--- config.mk ---
export PLATFORM = sky130hd
export DESIGN_NAME = stc_counter
export DESIGN_NICKNAME = d
export VERILOG_FILES = /design/src/rtl/stc_counter.sv
export SDC_FILE = /design/constraint.sdc
export NUM_CORES = 1
export LEC_CHECK = 0
export BUFFER_PORTS_ARGS = -buffer_cell sky130_fd_sc_hd__buf_2
export CORE_ASPECT_RATIO = 1.1
export CORE_UTILIZATION = 60
export CTS_CLUSTER_DIAMETER = 60
export CTS_CLUSTER_SIZE = 20
export DETAILED_ROUTE_END_ITERATION = 8
export GPL_TIMING_DRIVEN = 0
export HOLD_SLACK_MARGIN = 0.15
export PLACE_DENSITY = 0.89
export SLEW_MARGIN = 20
export SYNTH_ARGS = -nofsm -noshare
export SYNTH_HDL_FRONTEND = slang
export SYNTH_SLANG_ARGS = --single-unit
--- constraint.sdc ---
create_clock -name clk -period 2.4 [get_ports clk]
set_input_delay 0.48 -clock clk [delete_from_list [all_inputs] [get_ports clk]]
set_output_delay 0.48 -clock clk [all_outputs]
set_load 0.05 [all_outputs]
--- src/rtl/stc_counter.sv ---
module stc_counter #(
  parameter int BASE_W  = 33,
  parameter int EXT_W   = 9,
  parameter int EXT_MOD = 300
) (
  input  logic        clk,
  input  logic        rst_n,
  input  logic        tick,
  input  logic [2:0]  addr,
  input  logic        we,
  input  logic [31:0] wdata,
  output logic [31:0] rdata,
  output logic        irq
);
  localparam int HI_W = BASE_W - 32;
  localparam int HW   = EXT_W + HI_W;

  logic [31:0]       init_lo, cmp_lo;
  logic [HW-1:0]     init_hi, cmp_hi;
  logic [BASE_W-1:0] base;
  logic [EXT_W-1:0]  ext;
  logic              en, flag;

  wire wr_ilo  = we && addr == 3'd0;
  wire wr_ihi  = we && addr == 3'd1;
  wire init_wr = wr_ilo || wr_ihi;
  wire [31:0]   ld_lo = wr_ilo ? wdata : init_lo;
  wire [HW-1:0] ld_hi = wr_ihi ? wdata[HW-1:0] : init_hi;
  wire [HW-1:0] cur_hi = {ext, base[BASE_W-1:32]};
  wire match = en && base[31:0] == cmp_lo && cur_hi == cmp_hi;
  wire clr   = we && addr == 3'd7 && wdata[0];

  always_ff @(posedge clk) begin
    if (!rst_n) begin
      init_lo <= '0; init_hi <= '0; cmp_lo <= '0; cmp_hi <= '0;
      en <= 1'b0;
    end else if (we) begin
      case (addr)
        3'd0: init_lo <= wdata;
        3'd1: init_hi <= wdata[HW-1:0];
        3'd4: en      <= wdata[0];
        3'd5: cmp_lo  <= wdata;
        3'd6: cmp_hi  <= wdata[HW-1:0];
        default: ;
      endcase
    end
  end

  always_ff @(posedge clk) begin
    if (!rst_n) begin
      base <= '0;
      ext  <= '0;
    end else if (init_wr) begin
      base <= {ld_hi[HI_W-1:0], ld_lo};
      ext  <= ld_hi[HW-1:HI_W];
    end else if (tick) begin
      if (ext >= EXT_W'(EXT_MOD - 1)) begin
        ext  <= '0;
        base <= base + 1'b1;
      end else begin
        ext <= ext + 1'b1;
      end
    end
  end

  always_ff @(posedge clk) begin
    if (!rst_n) flag <= 1'b0;
    else if (match) flag <= 1'b1;
    else if (clr) flag <= 1'b0;
  end

  assign irq = flag;

  always_comb begin
    rdata = '0;
    case (addr)
      3'd0: rdata = init_lo;
      3'd1: rdata[HW-1:0] = init_hi;
      3'd2: rdata = base[31:0];
      3'd3: rdata[HW-1:0] = cur_hi;
      3'd4: rdata[0] = en;
      3'd5: rdata = cmp_lo;
      3'd6: rdata[HW-1:0] = cmp_hi;
      default: rdata[0] = flag;
    endcase
  end

  always_comb if (addr == 3'd1 || addr == 3'd3) p_reserved_zero_r2: assert (rdata[31:HW] == '0);

  p_reload_lo_r3: assert property (@(posedge clk) disable iff (!rst_n)
    wr_ilo |=> base[31:0] == $past(wdata));
  p_carry_r4: assert property (@(posedge clk) disable iff (!rst_n)
    (tick && !init_wr && ext == EXT_W'(EXT_MOD - 1)) |=> ext == '0 && base == $past(base) + 1'b1);
  p_hold_r4: assert property (@(posedge clk) disable iff (!rst_n)
    (!tick && !init_wr) |=> $stable(ext) && $stable(base));
  p_set_only_enabled_r8: assert property (@(posedge clk) disable iff (!rst_n)
    !$past(en) |-> !$rose(flag));
  p_sticky_r9: assert property (@(posedge clk) disable iff (!rst_n)
    (flag && !clr) |=> flag);
endmodule

# ---- Word level (Yosys, flattened, before mapping)
# Index checks and enable logic that the tools add are counted.
dict set report op_classes {
  addsub 2
  n_lt_le_gt_ge 1
  eq_ne 9
  mux 13
  reduce_logical 17
}
# operator count
set ops {}
lappend ops {{$mux W33} 3}
lappend ops {{$pmux W22 S3} 1}
lappend ops {{$pmux W9 S6} 1}
lappend ops {{$add A33 B1 Y33 const B} 1}
lappend ops {{$eq A32 B32 Y1} 1}
lappend ops {{$mux W32} 1}
lappend ops {{$mux W9} 3}
lappend ops {{$eq A3 B3 Y1 const B} 4}
lappend ops {{$reduce_and A2 Y1} 6}
lappend ops {{$eq A10 B10 Y1} 1}
lappend ops {{$mux W10} 1}
lappend ops {{$add A9 B1 Y9 const B} 1}
lappend ops {{$ge A9 B9 Y1 const B} 1}
lappend ops {{$pmux W1 S7} 1}
lappend ops {{$eq A3 B2 Y1 const B} 2}
lappend ops {{$logic_and A1 B1 Y1} 6}
lappend ops {{$reduce_bool A2 Y1} 3}
lappend ops {{$eq A3 B1 Y1 const B} 1}
lappend ops {{$logic_not A3 Y1} 1}
lappend ops {{$mux W1} 2}
lappend ops {{$logic_or A1 B1 Y1} 1}
dict set report word_totals {
  regBits 128
  input_bits 39
  elab_cells 50
}

# ---- Logic depth before layout (Yosys ltp)
dict set report logic_depth {
  word_depth 5
  mapped_depth 9
}

# ---- Least setup slack after synthesis
# OpenSTA, ideal clock, no wires.
dict set report synth_path {
  path_kind {in2out}
  startpoint {input port addr[1]}
  endpoint {output port rdata[10]}
  arrival_ps 2580
  setup_slack_ps -660
  cell_stages 5
  path_buffers 3
  cell_sequence {buf_2 -> buf_2 -> buf_1 -> mux2i_1 -> o21ai_0}
}
dict set report synth_via {
  elab_chain_cells 2
}
# element line
set synth_rtl {}
lappend synth_rtl {{from (decl)} 9} ;# input logic [2:0] addr,
lappend synth_rtl {{$eq A3 B3 Y1 (tied with other cells)} 76} ;# case (addr)
lappend synth_rtl {{$pmux W22 S3 (*)} 76}
lappend synth_rtl {{to (decl)} 12} ;# output logic [31:0] rdata,
# Mark *: on every way between the ends. The rest lies on a longest branch, timed or not.

# ---- Final worst setup path
dict set report layout_path {
  startpoint {input port addr[0]}
  endpoint {output port rdata[0]}
}
dict set report layout_via {
  elab_chain_cells 2
}
# element line
set layout_rtl {}
lappend layout_rtl {{$eq A3 B3 Y1 (tied with other cells)} 76}
lappend layout_rtl {{$pmux W1 S7 (*)} 76}
# Marks and branches as above.

==> Implementation_results.wiki <==
{| class="wikitable"
! Metric !! Value
|-
| Status || completed
|-
| Number of DRC violations after detailed-routing iteration 0 || 1,295
|-
| Leading cell type in the layout, fill and taps excluded || sky130_fd_sc_hd__nand2_1
|-
| Cell Pwr Density || 611 mW/mm^2
|-
| Area Overhead vs Synth || 19.9%
|-
| Final slew viol count || 0
|-
| Cell-by-cell listing of the critical path || buf_2, clkbuf_8, buf_8, nand2_1, o22ai_2, o22ai_1, a21oi_4, clkbuf_4
|-
| Most used cells in the layout excluding fill and tap cells || sky130_fd_sc_hd__nand2_1 (226), sky130_fd_sc_hd__dfxtp_1 (127), sky130_fd_sc_hd__a21oi_1 (115)
|-
| Count of nets after finishing || 1,137
|-
| Number of unique standard cell types used by synthesis || 57
|-
| Residual DRC || 0
|-
| FILL cells || 958
|-
| Fraction of registers with async set or reset after synthesis || 0%
|-
| Hold bufs inserted after CTS || 0
|-
| Dpl hpwl || 20,800 um
|-
| Number of diodes || 0
|-
| Crit share post-route || 99.7%
|-
| Synth Net Count || 1,051
|-
| Worst Clk Skew || 0.00788 ns
|-
| Min Clock Period, post-route || 2.39 ns
|-
| Initial standard-cell utilization of the core || 62.1%
|-
| Maximum vdd ir drop || 646 uV
|-
| Grt ovf || 0
|-
| Pre-CTS worst setup slack || -0.857 ns
|-
| Core area || 0.0122 mm^2
|-
| Wire length of the first global-routing pass || 44,700 um
|-
| Initial antenna violation count || 0
|-
| Relative slew slack || 32.5%
|-
| Final RePlAce weighted congestion || 0.999
|-
| Critical path's top delay family || buffers and inverters
|-
| Worst stage delay on the critical path || 0.24 ns
|-
| Met2 GRT Util || 69.9%
|-
| Flip-flop and latch count after synthesis || 128
|-
| Mean cell area of the mapped netlist || 7.50 um^2
|-
| IO Count || 72
|-
| Sinks on the clock net || 128
|-
| Maximum buffer depth of the clock tree || 2
|-
| Cells after DPL || 1,232
|-
| Worst min-delay path class || in -> reg
|-
| Die Width || 109 um
|-
| Standard cell with the maximum stage delay on the critical path || sky130_fd_sc_hd__clkbuf_4
|-
| Worst path buffer plus inverter count || 4
|-
| Standard-cell rows || 42
|-
| Clk_lat worst skew || 0.44 ns
|-
| Total count of hold-check failures in the final report || 0
|-
| Endpoint kind of the worst setup timing path || primary output
|-
| Static Leakage || 3.21 nW
|-
| Detail-routed net length per standard cell || 23.3 um
|-
| GRT Util Overall || 46.4%
|-
| Pin count of the biggest net entering global routing || 20
|-
| Clock tree from TritonCTS || yes
|-
| Count of endpoints failing setup in the final report || 0
|-
| Synth warnings || 0
|-
| H-tree Lvls || 4
|-
| Vias post-DR || 8,612
|-
| Start-to-end type of the worst setup path || in -> out
|-
| Startpoint class of the critical path || input port
|-
| Maximum fanout encountered on the critical timing path || 10
|-
| Total die area || 0.0131 mm^2
|-
| Data arrival time of the worst path || 1.91 ns
|-
| Total standard cell area after synthesis || 0.00757 mm^2
|-
| Maximum achievable frequency || 418 MHz
|-
| Met3 demand-to-capacity share in global routing || 13.4%
|-
| Count of flip-flops with a built-in enable after synthesis || 0
|-
| Transition time at the pin with the least slew margin || 1.01 ns
|-
| Number of global-route vias before repair || 8,196
|-
| Endpoint required time on the critical path || 1.92 ns
|-
| Routed Antenna Nets || 0
|-
| Quantity of I/O buffers inserted on ports || 68
|-
| Met1 GRT Util || 53.8%
|-
| Gate count after technology mapping || 1,010
|-
| Overall die height || 120 um
|-
| Via-to-Cell Ratio || 6.82
|-
| Most Used Layer, Global Route || met2
|-
| Drt first pass iters || 6
|-
| Cell at the root of the clock tree || sky130_fd_sc_hd__clkbuf_16
|-
| Post-Layout Cell Count || 1,262
|-
| Commonest register cell after synthesis || sky130_fd_sc_hd__dfxtp_1
|-
| Crit path setup slack, layout || 0.00631 ns
|-
| Ratio of cells with drive above 1 in the final layout || 18.6%
|-
| Sum of routed wire length over all layers || 29,400 um
|-
| Clock-pin slew of the registers on the worst-case setup and hold paths || 0.06 ns
|-
| Maximum capacitance violations || 0
|-
| Sequential-to-total area share from yosys stat || 33.8%
|-
| Number of buffers added by the clock tree synthesis step || 17
|-
| Power after layout || 5.55 mW
|}
[path summary, 6_finish.rpt]
kind | from | endpoint | slack [ns] | cells after the start
setup / recovery | addr[0] | rdata[0] | 0.006 | 8
hold / removal | wdata[12] | init_lo[12] | 0.30 | 3
hold reg to reg | init_lo[20] | init_lo[20] | 0.47 | 2
setup reg to reg | base[0] | base[30] | 0.11 | 6
[kinds of logic after synthesis]
family                   share of synthesized area [%]
AO/OA/AOI/OAI                                     19.7
XOR/XNOR                                          5.55
adder cells (fa/ha/maj)                          0.330
buffers and inverters                             5.55
flip-flops                                        33.8
multiplexers                                      10.8
AND/OR/NAND/NOR                                   24.3
[state kept, by name (all words and copies together) (netlist names)]
signal / flops
cmp_hi: 10
init_hi: 10
base: 33
en: 1
cmp_lo: 32
init_lo: 32
irq: 1
ext: 9
[repair_timing]
| item | in CTS | in global routing |
|---|---|---|
| setup endpoints to repair | 39 | 55 |
| gates resized for setup | 42 | 25 |
| hold endpoints to repair | 0 | 0 |
| pin swaps | 0 | 1 |
| buffers inserted | 0 | 2 |
| gates cloned | 0 | 0 |
[through the flow]
step                      setup TNS, ns  hold slack (ns)  area, um^2  util (%)
after floorplan                  -0.897            0.445        7790         -
after global placement           -33.33            0.452        8330      68.3
after detailed placement         -35.54            0.462        8330      68.3
after CTS                        -0.105            0.303        9020      74.0
after global routing            -0.0528            0.313        9080      74.5
final                                 0            0.301        9080      74.5
[synth_stat cells, drive strengths merged (3+ instances only)]
| library cell | count | share of area, % |
|---|---|---|
| mux2i | 58 | 7.7 |
| o31a | 4 | 0.46 |
| xnor2 | 38 | 4.4 |
| o22ai | 14 | 1.2 |
| inv | 5 | 0.25 |
| a211oi | 4 | 0.40 |
| nor2b | 4 | 0.33 |
| mux4 | 7 | 2.1 |
| o21ai | 57 | 3.8 |
| o21a | 5 | 0.50 |
| or3 | 4 | 0.33 |
| a21oi | 123 | 8.1 |
| or4 | 4 | 0.40 |
| nor4 | 12 | 1.4 |
| buf | 32 | 2.2 |
| a22oi | 9 | 0.89 |
| nand2 | 226 | 11 |
| nand3 | 26 | 1.7 |
| nor2 | 49 | 2.5 |
| nor3 | 11 | 0.73 |
| and3 | 11 | 0.91 |
| dfxtp | 128 | 34 |
| clkbuf | 63 | 3.1 |
| mux2 | 7 | 1.0 |
| nor4b | 3 | 0.43 |
| nand4 | 34 | 2.8 |
| and2 | 3 | 0.25 |
| o2bb2ai | 3 | 0.35 |
| xor2 | 10 | 1.2 |
| a31oi | 22 | 1.8 |
| o211ai | 10 | 1.1 |
| nand3b | 4 | 0.40 |
[tightest hold or removal path, delay by kind of cell]
family	cells	cell delay, ns
AO/OA/AOI/OAI	1	0.05
buffers and inverters	1	0.11
AND/OR/NAND/NOR	1	0.05
[cell type report]
| class | instances | area (um^2) | area share, % |
|---|---|---|---|
| buffer | 92 | 483 | 5.32 |
| tap | 154 | 193 | 2.12 |
| clock buffer | 21 | 470 | 5.18 |
| sequential | 128 | 2560 | 28.2 |
| timing repair buffer | 70 | 380 | 4.19 |
| multi-input combinational | 782 | 4860 | 53.5 |
| inverter | 5 | 18.8 | 0.207 |
| clock inverter | 10 | 111 | 1.23 |
[power breakdown]
| part | internal [mW] | switching, mW |
|---|---|---|
| clock | 1.60 | 1.00 |
| sequential | 2.17 | 0.0492 |
| combinational | 0.229 | 0.502 |
| total | 4.00 | 1.56 |
[metal layers]
metal,share of wire (%),vias to the layer above
li1,-,3750
met1,36,3988
met2,45,702
met3,12,172
met4,7.7,0
met5,0,-
(Power assumes the default switching activity.)
